==> config.mk <==
export PLATFORM = sky130hd
export DESIGN_NAME = rndpool_regif
export DESIGN_NICKNAME = d
export VERILOG_FILES = /design/src/rtl/rndpool_pkg.sv /design/src/rtl/rndpool_lfsr.sv /design/src/rtl/rndpool_fifo.sv /design/src/rtl/rndpool_regif.sv
export SDC_FILE = /design/constraint.sdc
export NUM_CORES = 1
export LEC_CHECK = 0
export BUFFER_PORTS_ARGS = -buffer_cell sky130_fd_sc_hd__buf_2
export CORE_ASPECT_RATIO = 0.7
export CORE_UTILIZATION = 26
export CTS_BUF_LIST = sky130_fd_sc_hd__clkbuf_4
export DETAILED_ROUTE_END_ITERATION = 8
export GPL_TIMING_DRIVEN = 0
export PLACE_DENSITY = 0.67
export REMOVE_ABC_BUFFERS = 1
export SETUP_SLACK_MARGIN = 0.02
export SYNTH_ARGS = -nofsm -noshare
export SYNTH_HDL_FRONTEND = slang
export SYNTH_SLANG_ARGS = --single-unit
==> constraint.sdc <==
create_clock -name clk -period 1.75 [get_ports clk]
set_input_delay 0.35 -clock clk [delete_from_list [all_inputs] [get_ports clk]]
set_output_delay 0.35 -clock clk [all_outputs]
set_load 0.05 [all_outputs]
==> src/rtl/rndpool_pkg.sv <==
package rndpool_pkg;
   localparam int unsigned REG_W     = 32;
   localparam int unsigned BYTE_W    = 8;
   localparam int unsigned POS_FLUSH = 28;
   localparam int unsigned POS_SIM   = 29;
   localparam int unsigned POS_EN    = 30;
   localparam int unsigned POS_VALID = 31;
   localparam int unsigned LFSR_W    = 16;
endpackage

==> src/rtl/rndpool_lfsr.sv <==
module rndpool_lfsr #(
   parameter logic [15:0] SEED     = 16'hACE1,
   parameter int unsigned PERIOD_LG = 3
) (
   input  logic       clk,
   input  logic       rst_n,
   input  logic       run,
   output logic       src_valid,
   output logic [7:0] src_byte
);
   import rndpool_pkg::*;

   logic [LFSR_W-1:0]    state;
   logic [PERIOD_LG-1:0] phase;
   logic                 fb;

   assign fb        = state[15] ^ state[13] ^ state[12] ^ state[10];
   assign src_valid = run && (phase == {PERIOD_LG{1'b1}});
   assign src_byte  = state[BYTE_W-1:0];

   always_ff @(posedge clk or negedge rst_n) begin
      if (!rst_n) begin
         state <= SEED;
         phase <= '0;
      end else if (run) begin
         state <= {state[LFSR_W-2:0], fb};
         phase <= phase + 1'b1;
      end else begin
         phase <= '0;
      end
   end
endmodule

==> src/rtl/rndpool_fifo.sv <==
module rndpool_fifo #(
   parameter int unsigned DEPTH = 1,
   parameter int unsigned W     = 8,
   localparam int unsigned CNT_W = $clog2(DEPTH + 1)
) (
   input  logic             clk,
   input  logic             rst_n,
   input  logic             clr,
   input  logic             push,
   input  logic             pop,
   input  logic [W-1:0]     wdata,
   output logic [W-1:0]     rdata,
   output logic [CNT_W-1:0] count,
   output logic             full,
   output logic             empty
);
   assign full  = (count == CNT_W'(DEPTH));
   assign empty = (count == '0);

   generate
      if (DEPTH == 1) begin : g_hold
         logic [W-1:0] hold;
         always_ff @(posedge clk or negedge rst_n) begin
            if (!rst_n)      count <= '0;
            else if (clr)    count <= '0;
            else if (push)   count <= 1'b1;
            else if (pop)    count <= '0;
         end
         always_ff @(posedge clk) begin
            if (push && !clr) hold <= wdata;
         end
         assign rdata = hold;
      end else begin : g_ring
         localparam int unsigned PTR_W = $clog2(DEPTH);
         logic [W-1:0]     mem [DEPTH];
         logic [PTR_W-1:0] wp, rp;
         always_ff @(posedge clk or negedge rst_n) begin
            if (!rst_n) begin
               wp    <= '0;
               rp    <= '0;
               count <= '0;
            end else if (clr) begin
               wp    <= '0;
               rp    <= '0;
               count <= '0;
            end else begin
               if (push) wp <= wp + 1'b1;
               if (pop)  rp <= rp + 1'b1;
               count <= count + CNT_W'(push) - CNT_W'(pop);
            end
         end
         always_ff @(posedge clk) begin
            if (push && !clr) mem[wp] <= wdata;
         end
         assign rdata = mem[rp];
      end
   endgenerate
endmodule

==> src/rtl/rndpool_regif.sv <==
module rndpool_regif #(
   parameter int unsigned DEPTH    = 1,
   parameter bit          SIM_SRC  = 1'b0,
   parameter logic [15:0] SEED     = 16'hACE1,
   parameter int unsigned ADDR_W   = 4,
   parameter logic [ADDR_W-1:0] REG_ADDR = '0
) (
   input  logic              clk,
   input  logic              rst_n,
   input  logic [ADDR_W-1:0] bus_addr,
   input  logic              bus_wr,
   input  logic              bus_rd,
   input  logic [31:0]       bus_wdata,
   output logic [31:0]       bus_rdata,
   input  logic              ent_valid,
   input  logic [7:0]        ent_byte
);
   import rndpool_pkg::*;
   localparam int unsigned CNT_W = $clog2(DEPTH + 1);

   logic              hit_rd, hit_wr, flush_wr;
   logic              en, clr, push, pop;
   logic              src_v;
   logic [BYTE_W-1:0] src_b, head;
   logic [CNT_W-1:0]  pool_cnt;
   logic              pool_full, pool_empty;
   logic              unused_wbits;

   assign hit_rd   = bus_rd && (bus_addr == REG_ADDR);
   assign hit_wr   = bus_wr && (bus_addr == REG_ADDR);
   assign flush_wr = hit_wr && bus_wdata[POS_FLUSH];
   assign clr      = flush_wr || !en;
   assign pop      = hit_rd && !pool_empty;
   assign push     = src_v && en && !flush_wr && (!pool_full || pop);
   assign unused_wbits = ^{bus_wdata[31], bus_wdata[29], bus_wdata[27:0]};

   generate
      if (SIM_SRC) begin : g_sim_src
         logic unused_ent;
         assign unused_ent = ^{ent_valid, ent_byte};
         rndpool_lfsr #(.SEED(SEED), .PERIOD_LG(3)) u_lfsr (
            .clk(clk), .rst_n(rst_n), .run(en),
            .src_valid(src_v), .src_byte(src_b)
         );
      end else begin : g_ext_src
         assign src_v = ent_valid;
         assign src_b = ent_byte;
      end
   endgenerate

   rndpool_fifo #(.DEPTH(DEPTH), .W(BYTE_W)) u_pool (
      .clk(clk), .rst_n(rst_n), .clr(clr), .push(push), .pop(pop),
      .wdata(src_b), .rdata(head), .count(pool_cnt),
      .full(pool_full), .empty(pool_empty)
   );

   always_ff @(posedge clk or negedge rst_n) begin
      if (!rst_n)      en <= 1'b0;
      else if (hit_wr) en <= bus_wdata[POS_EN];
   end

   always_comb begin
      bus_rdata = '0;
      if (hit_rd) begin
         bus_rdata[POS_VALID] = !pool_empty;
         bus_rdata[POS_EN]    = en;
         bus_rdata[POS_SIM]   = SIM_SRC;
         bus_rdata[BYTE_W-1:0] = pool_empty ? '0 : head;
      end
   end
endmodule


==> results of run 1 <==
-- worst max-delay path by stage --
| stage | cells after the start | endpoint | startpoint |
|---|---|---|---|
| floorplan | 3 | bus_rdata[4] | bus_addr[3] |
| global placement | 5 | bus_rdata[3] | bus_addr[3] |
| detailed placement | 5 | bus_rdata[1] | bus_addr[3] |
| CTS | 5 | bus_rdata[6] | bus_addr[0] |
| global route | 5 | bus_rdata[1] | bus_addr[3] |
| finish | 5 | bus_rdata[1] | bus_addr[3] |
-- final cells by class --
class | instances | area (um^2)
flip-flops and latches | 10 | 290
repair buffers | 30 | 241
clock buffers | 3 | 22.5
well taps | 32 | 40.0
clock inverters | 1 | 3.75
fillers | 230 | 1330
multi-input cells | 40 | 245
-- power by group through the flow --
| stage | Sequential [W] | Clock, W | Combinational [W] |
|---|---|---|---|
| 2_1_floorplan | 0.000299 | 0 | 0.000133 |
| 3_3_place_gp | 0.000301 | 0 | 0.000161 |
| 3_5_place_dp | 0.000302 | 0 | 0.000163 |
| 4_1_cts | 0.000300 | 0.000165 | 0.000169 |
| 5_1_grt | 0.000304 | 0.000174 | 0.000184 |
| 6_report | 0.000301 | 0.000153 | 0.000173 |
-- cell usage after synthesis, drive strengths merged --
| master | instances |
|---|---|
| buf | 23 |
| and2 | 8 |
| edfxtp | 8 |
| and3 | 2 |
| dfrtp | 2 |
| a21boi | 1 |
| and4b | 1 |
| conb | 1 |
| mux2 | 1 |
| nand2 | 1 |
| nand3 | 1 |
| nor4 | 1 |
| o211a | 1 |
-- registers in the layout, summed over array words and instances, names as in the netlist --
register / flops
u_pool.count: 1
en: 1
u_pool.rdata: 8
-- logic make-up (layout without fill, tap and decap cells) --
family                 after synthesis  after routing  share of synthesized area [%]
other                                1             22                          0.615
buffers and inverters               23             34                           29.0
AO/OA/AOI/OAI                        2              2                           2.88
flip-flops                          10             10                           47.6
AND/OR/NAND/NOR                     14             15                           18.1
multiplexers                         1              1                           1.85
-- timing repair --
| item | in CTS | in global routing |
|---|---|---|
| endpoints found under the setup margin | 9 | 18 |
| resized for setup | 16 | 17 |
| pin swaps | 2 | 8 |
| setup buffers | 1 | 0 |
| endpoints found under the hold margin | 2 | 0 |
| hold buffers | 1 | 0 |
| gates cloned | 1 | 0 |
-- worst register-to-register path, cell delays in order (launching register included) --
cell and delay [ns]:
dfrtp_1 0.41, a21boi_0 0.15, and4b_2 0.42
-- routing by layer --
| metal | up-vias | track usage [%] | part of all wire (%) |
|---|---|---|---|
| li1 | 197 | - | - |
| met1 | 183 | 9.90 | 39 |
| met2 | 25 | 15.1 | 54 |
| met3 | 0 | 4.63 | 6.6 |
| met4 | 0 | 0 | 0 |
| met5 | - | 0 | 0 |
-- through the flow --
step	setup TNS (ns)	worst slack, ns
floorplan	-2.38	-0.364
global placement	-1.94	-0.186
detailed placement	-2.57	-0.224
CTS	0	0.00457
global route	0	0.00300
finish	0	0.0483
==> results.yml, run 1 <==
yosys:
  seq_area_frac_synth_pct: 47.6
  netlist_instances: 51
  ys_ff_latch: 10
  synth_area_per_cell_um2: 11.9
  synth_cell_type_count: 16
  synthTopCellsByArea: "edfxtp_1, buf_4, dfrtp_1, and2_2, nor4_4"
  yosysTopAreaCell: "edfxtp_1"
  synth_top_area_share_pct: 39.4
  synth.cell_area_um2: 609
  ys.warnings.count: 0
worst_setup_path:
  slowest_stage: "nor4_4"
  rrSetupSlack_ns: 0.46
  critPathKind: "primary input to output port"
  crit_required_ns: 1.40
  crit_path_end_kind: "output port"
  startpoint_type: "primary input"
  ff2ff_path_depth: 2
  worstPathCellList: "buf_6, nor4_4, and3_4, and2_4, buf_8"
  arrival_ns: 1.35
  timing.rr.end: "u_pool.rdata[3]"
  crit_buf_inv: 2
  slowest_delay_ns: 0.34
  r2r_start: "u_pool.count"
  crit_fanout: 5
  cp_top_family: "simple AND/OR/NAND/NOR gates"
worst_hold_path:
  hp-start: "ent_byte[6]"
  whs_path_depth: 1
  min_to: "u_pool.rdata[6]"
  hp-class: "primary input to register"
finish:
  area_growth_pct: 38.4
  diodes: 0
  final_layout_size_suffix_gt1_share_pct: 51.2
  fin_cells: 116
  finalInstanceArea_um2: 843
  post-route-util_pct: 38.8
  final_net_count: 134
  final_common_cell: "conb_1"
  final_cell_mix: "conb_1, buf_2, edfxtp_1"
power:
  p_leak_nw: 0.407
  pwr-share-clk_pct: 24.4
  p_total_w: 0.000627
  swShare_pct: 35.0
  pwr-share-seq_pct: 48.0
  power_density_nw_per_um2: 743
  combPwrFrac_pct: 27.6
  max-vdd-ir-drop_mv: 0.320
  p_int_w: 0.000408
  p_sw_w: 0.000219
grt:
  gr-usage-all-layers_pct: 8.68
  gr-total-overflow: 0
  grt_pass1_wl_mm: 1.55
  antenna_found_initial: 0
  grt_max_degree: 9
  grt_pass1_vias: 359
route:
  drt_first_pass_iters: 2
  routed_via_density: 3.49
  dr_total_vias: 405
  ant_nets: 0
  drt-total-wl_mm: 1.03
  drc: 0
  wl_per_cell_um: 8.84
  dr.first_iter.drc_count: 1
clock_network:
  htreeDepth: 1
  cts_made_buffers: 3
  max-clock-path-buffers: 2
  insertion_delay_ns: 0.25
  cts-root-buf: "clkbuf_4"
  cts_num_sinks: 10
  path_clk_slew_ns: 0.06
  cts_tree: "done"
sta:
  hold_slack_ns: 0.267
  maxSlewViolCount: 0
  hold_viol_final: 0
  setup_violations: 0
  rsz0062_at_grt: "true"
  max_freq_ghz: 0.588
  min_period_ns: 1.70
  fin_worst_skew_ns: 0.000441
  fin_crit_sh_pct: 97.2
placed_design:
  placed_area_um2: 692
  dp_hpwl_um: 767
  gp_congestion: 0.658
  dpl.cell_count: 109
  portBuffers: 28
die:
  initial_utilization_pct: 28.1
  ioPinCount: 81
  die_h_um: 42.5
  die_area_um2: 2540
  die_w_um: 59.9
  rows: 14
  fp.coreArea_um2: 2170
outcome:
  status: "completed"
run:
  max_cap_violations: 0
Power figures use the tool's default switching activity.
==> run 2, diff against run 1 <==
Settings changed: RECOVER_POWER set to 50.
==> run 2 against run 1 <==
Clock-buffer cell count is the same. Setup slack is the same. Core utilization shrank 0.058 points. Fmax is the same. Clock power is essentially flat. First-iteration DRC count is the same. Combinational power is essentially flat. Critical endpoint unchanged.
==> results.yml, run 2 (same netlist as run 1, synthesis figures left out) <==
worst_setup_path:
  startpoint_type: "primary input"
  slowest_delay_ns: 0.34
  rrSetupSlack_ns: 0.46
  worstPathCellList: "buf_6, nor4_4, and3_4, and2_4, buf_8"
  ff2ff_path_depth: 2
  crit_required_ns: 1.40
  slowest_stage: "nor4_4"
  crit_path_end_kind: "output port"
  timing.rr.end: "u_pool.rdata[3]"
  r2r_start: "u_pool.count"
  critPathKind: "primary input to output port"
  crit_fanout: 5
  arrival_ns: 1.35
clock_network:
  max-clock-path-buffers: 2
  cts-root-buf: "clkbuf_4"
  cts_made_buffers: 3
  cts_num_sinks: 10
  path_clk_slew_ns: 0.06
  insertion_delay_ns: 0.25
  cts_tree: "done"
  htreeDepth: 1
sta:
  max_freq_ghz: 0.588
  layout_setup_ws_ns: 0.0483
  setup_violations: 0
  fin_worst_skew_ns: 0.000441
  maxSlewViolCount: 0
  hold_viol_final: 0
  fin_crit_sh_pct: 97.2
  rsz0062_at_grt: "true"
  setup_tns_ns: 0
  min_period_ns: 1.70
power:
  combPwrFrac_pct: 27.5
  power_density_nw_per_um2: 744
  max-vdd-ir-drop_mv: 0.320
  swShare_pct: 35.0
  pwr-share-seq_pct: 48.0
  p_int_w: 0.000407
  pwr-share-clk_pct: 24.5
  p_sw_w: 0.000219
  p_leak_nw: 0.404
worst_hold_path:
  whs_path_depth: 1
  hp-class: "primary input to register"
  hp-start: "ent_byte[6]"
  min_to: "u_pool.rdata[6]"
grt:
  antenna_found_initial: 0
  gr-total-overflow: 0
  grt_pass1_vias: 359
  gr-usage-all-layers_pct: 8.68
  grt_max_degree: 9
  grt_pass1_wl_mm: 1.55
finish:
  fill_cells: 231
  final_cell_mix: "conb_1, buf_2, edfxtp_1"
  diodes: 0
  final_net_count: 134
  final_layout_size_suffix_gt1_share_pct: 50.0
  final_common_cell: "conb_1"
  area_growth_pct: 38.2
  largest_reg_flops: 8
die:
  fp.coreArea_um2: 2170
  die_area_um2: 2540
  die_w_um: 59.9
  ioPinCount: 81
  initial_utilization_pct: 28.1
  die_h_um: 42.5
  rows: 14
placed_design:
  gp_congestion: 0.658
  pre_cts_slack_ns: -0.224
  portBuffers: 28
  dp_hpwl_um: 767
outcome:
  status: "completed"
route:
  drc: 0
  drt-total-wl_mm: 1.02
  drt_first_pass_iters: 2
  ant_nets: 0
  wl_per_cell_um: 8.82
  dr_total_vias: 407
  dr.first_iter.drc_count: 1
  routed_via_density: 3.51
run:
  max_cap_violations: 0
[run 2: cell count changes in the layout (fill, tap and decap cells not counted)]
| cell | previous run | this run |
|---|---|---|
| buf_2 | 17 | 16 |
| clkbuf_1 | 0 | 1 |
[run 2: repair_timing]
| action | 4_1_cts | 5_1_grt |
|---|---|---|
| cloned | 1 | 0 |
| gates resized for setup | 16 | 17 |
| pin swaps | 2 | 8 |
| buffers inserted | 1 | 0 |
| hold buffers | 1 | 0 |
| setup endpoints to repair | 9 | 18 |
| endpoints found under the hold margin | 2 | 0 |
[run 2: routing by layer]
metal  vias to the layer above  wire [um]  global-route usage [%]
met1                       185        401                    9.90
met4                         0          0                       0
met2                        25        553                    15.1
met5                         -          0                       0
met3                         0         68                    4.63
li1                        197          -                       -
[run 2: worst max-delay path by stage]
stage / cells past startpoint / end / startpoint / slack [ns]
2_1_floorplan: 3 / bus_rdata[4] / bus_addr[3] / -0.36
3_3_place_gp: 5 / bus_rdata[3] / bus_addr[3] / -0.19
3_5_place_dp: 5 / bus_rdata[1] / bus_addr[3] / -0.22
4_1_cts: 5 / bus_rdata[6] / bus_addr[0] / 0.005
5_1_grt: 5 / bus_rdata[1] / bus_addr[3] / 0.003
6_report: 5 / bus_rdata[1] / bus_addr[3] / 0.05
[run 2: layout make-up]
| cell class | instances | area [um^2] | share of cell area, % |
|---|---|---|---|
| Timing Repair Buffer | 30 | 240 | 28.5 |
| Clock inverter | 1 | 3.75 | 0.446 |
| Sequential cell | 10 | 290 | 34.5 |
| Tap cell | 32 | 40.0 | 4.75 |
| Multi-Input combinational cell | 40 | 245 | 29.1 |
| Clock buffer | 3 | 22.5 | 2.67 |
[run 2: metrics by stage]
stage	cells	area (um^2)	hold slack, ns	utilization, %	power, W
2_1_floorplan	49	512	0.0544	-	0.000432
3_3_place_gp	109	692	0.138	31.9	0.000462
3_5_place_dp	109	692	0.140	31.9	0.000465
4_1_cts	116	790	0.253	36.3	0.000633
5_1_grt	116	842	0.243	38.8	0.000662
6_report	116	842	0.267	38.8	0.000627
[run 2: critical path, delay by kind of cell]
kind / cells / cell delay, ns
buffers and inverters: 2 / 0.22
and+or+nand+nor: 3 / 0.77
[run 2: power by group through the flow]
| stage | Clock [W] | Combinational, W | Sequential (W) |
|---|---|---|---|
| floorplan | 0 | 0.000133 | 0.000299 |
| global placement | 0 | 0.000161 | 0.000301 |
| detailed placement | 0 | 0.000163 | 0.000302 |
| CTS | 0.000165 | 0.000169 | 0.000300 |
| global route | 0.000174 | 0.000183 | 0.000304 |
| finish | 0.000153 | 0.000172 | 0.000301 |
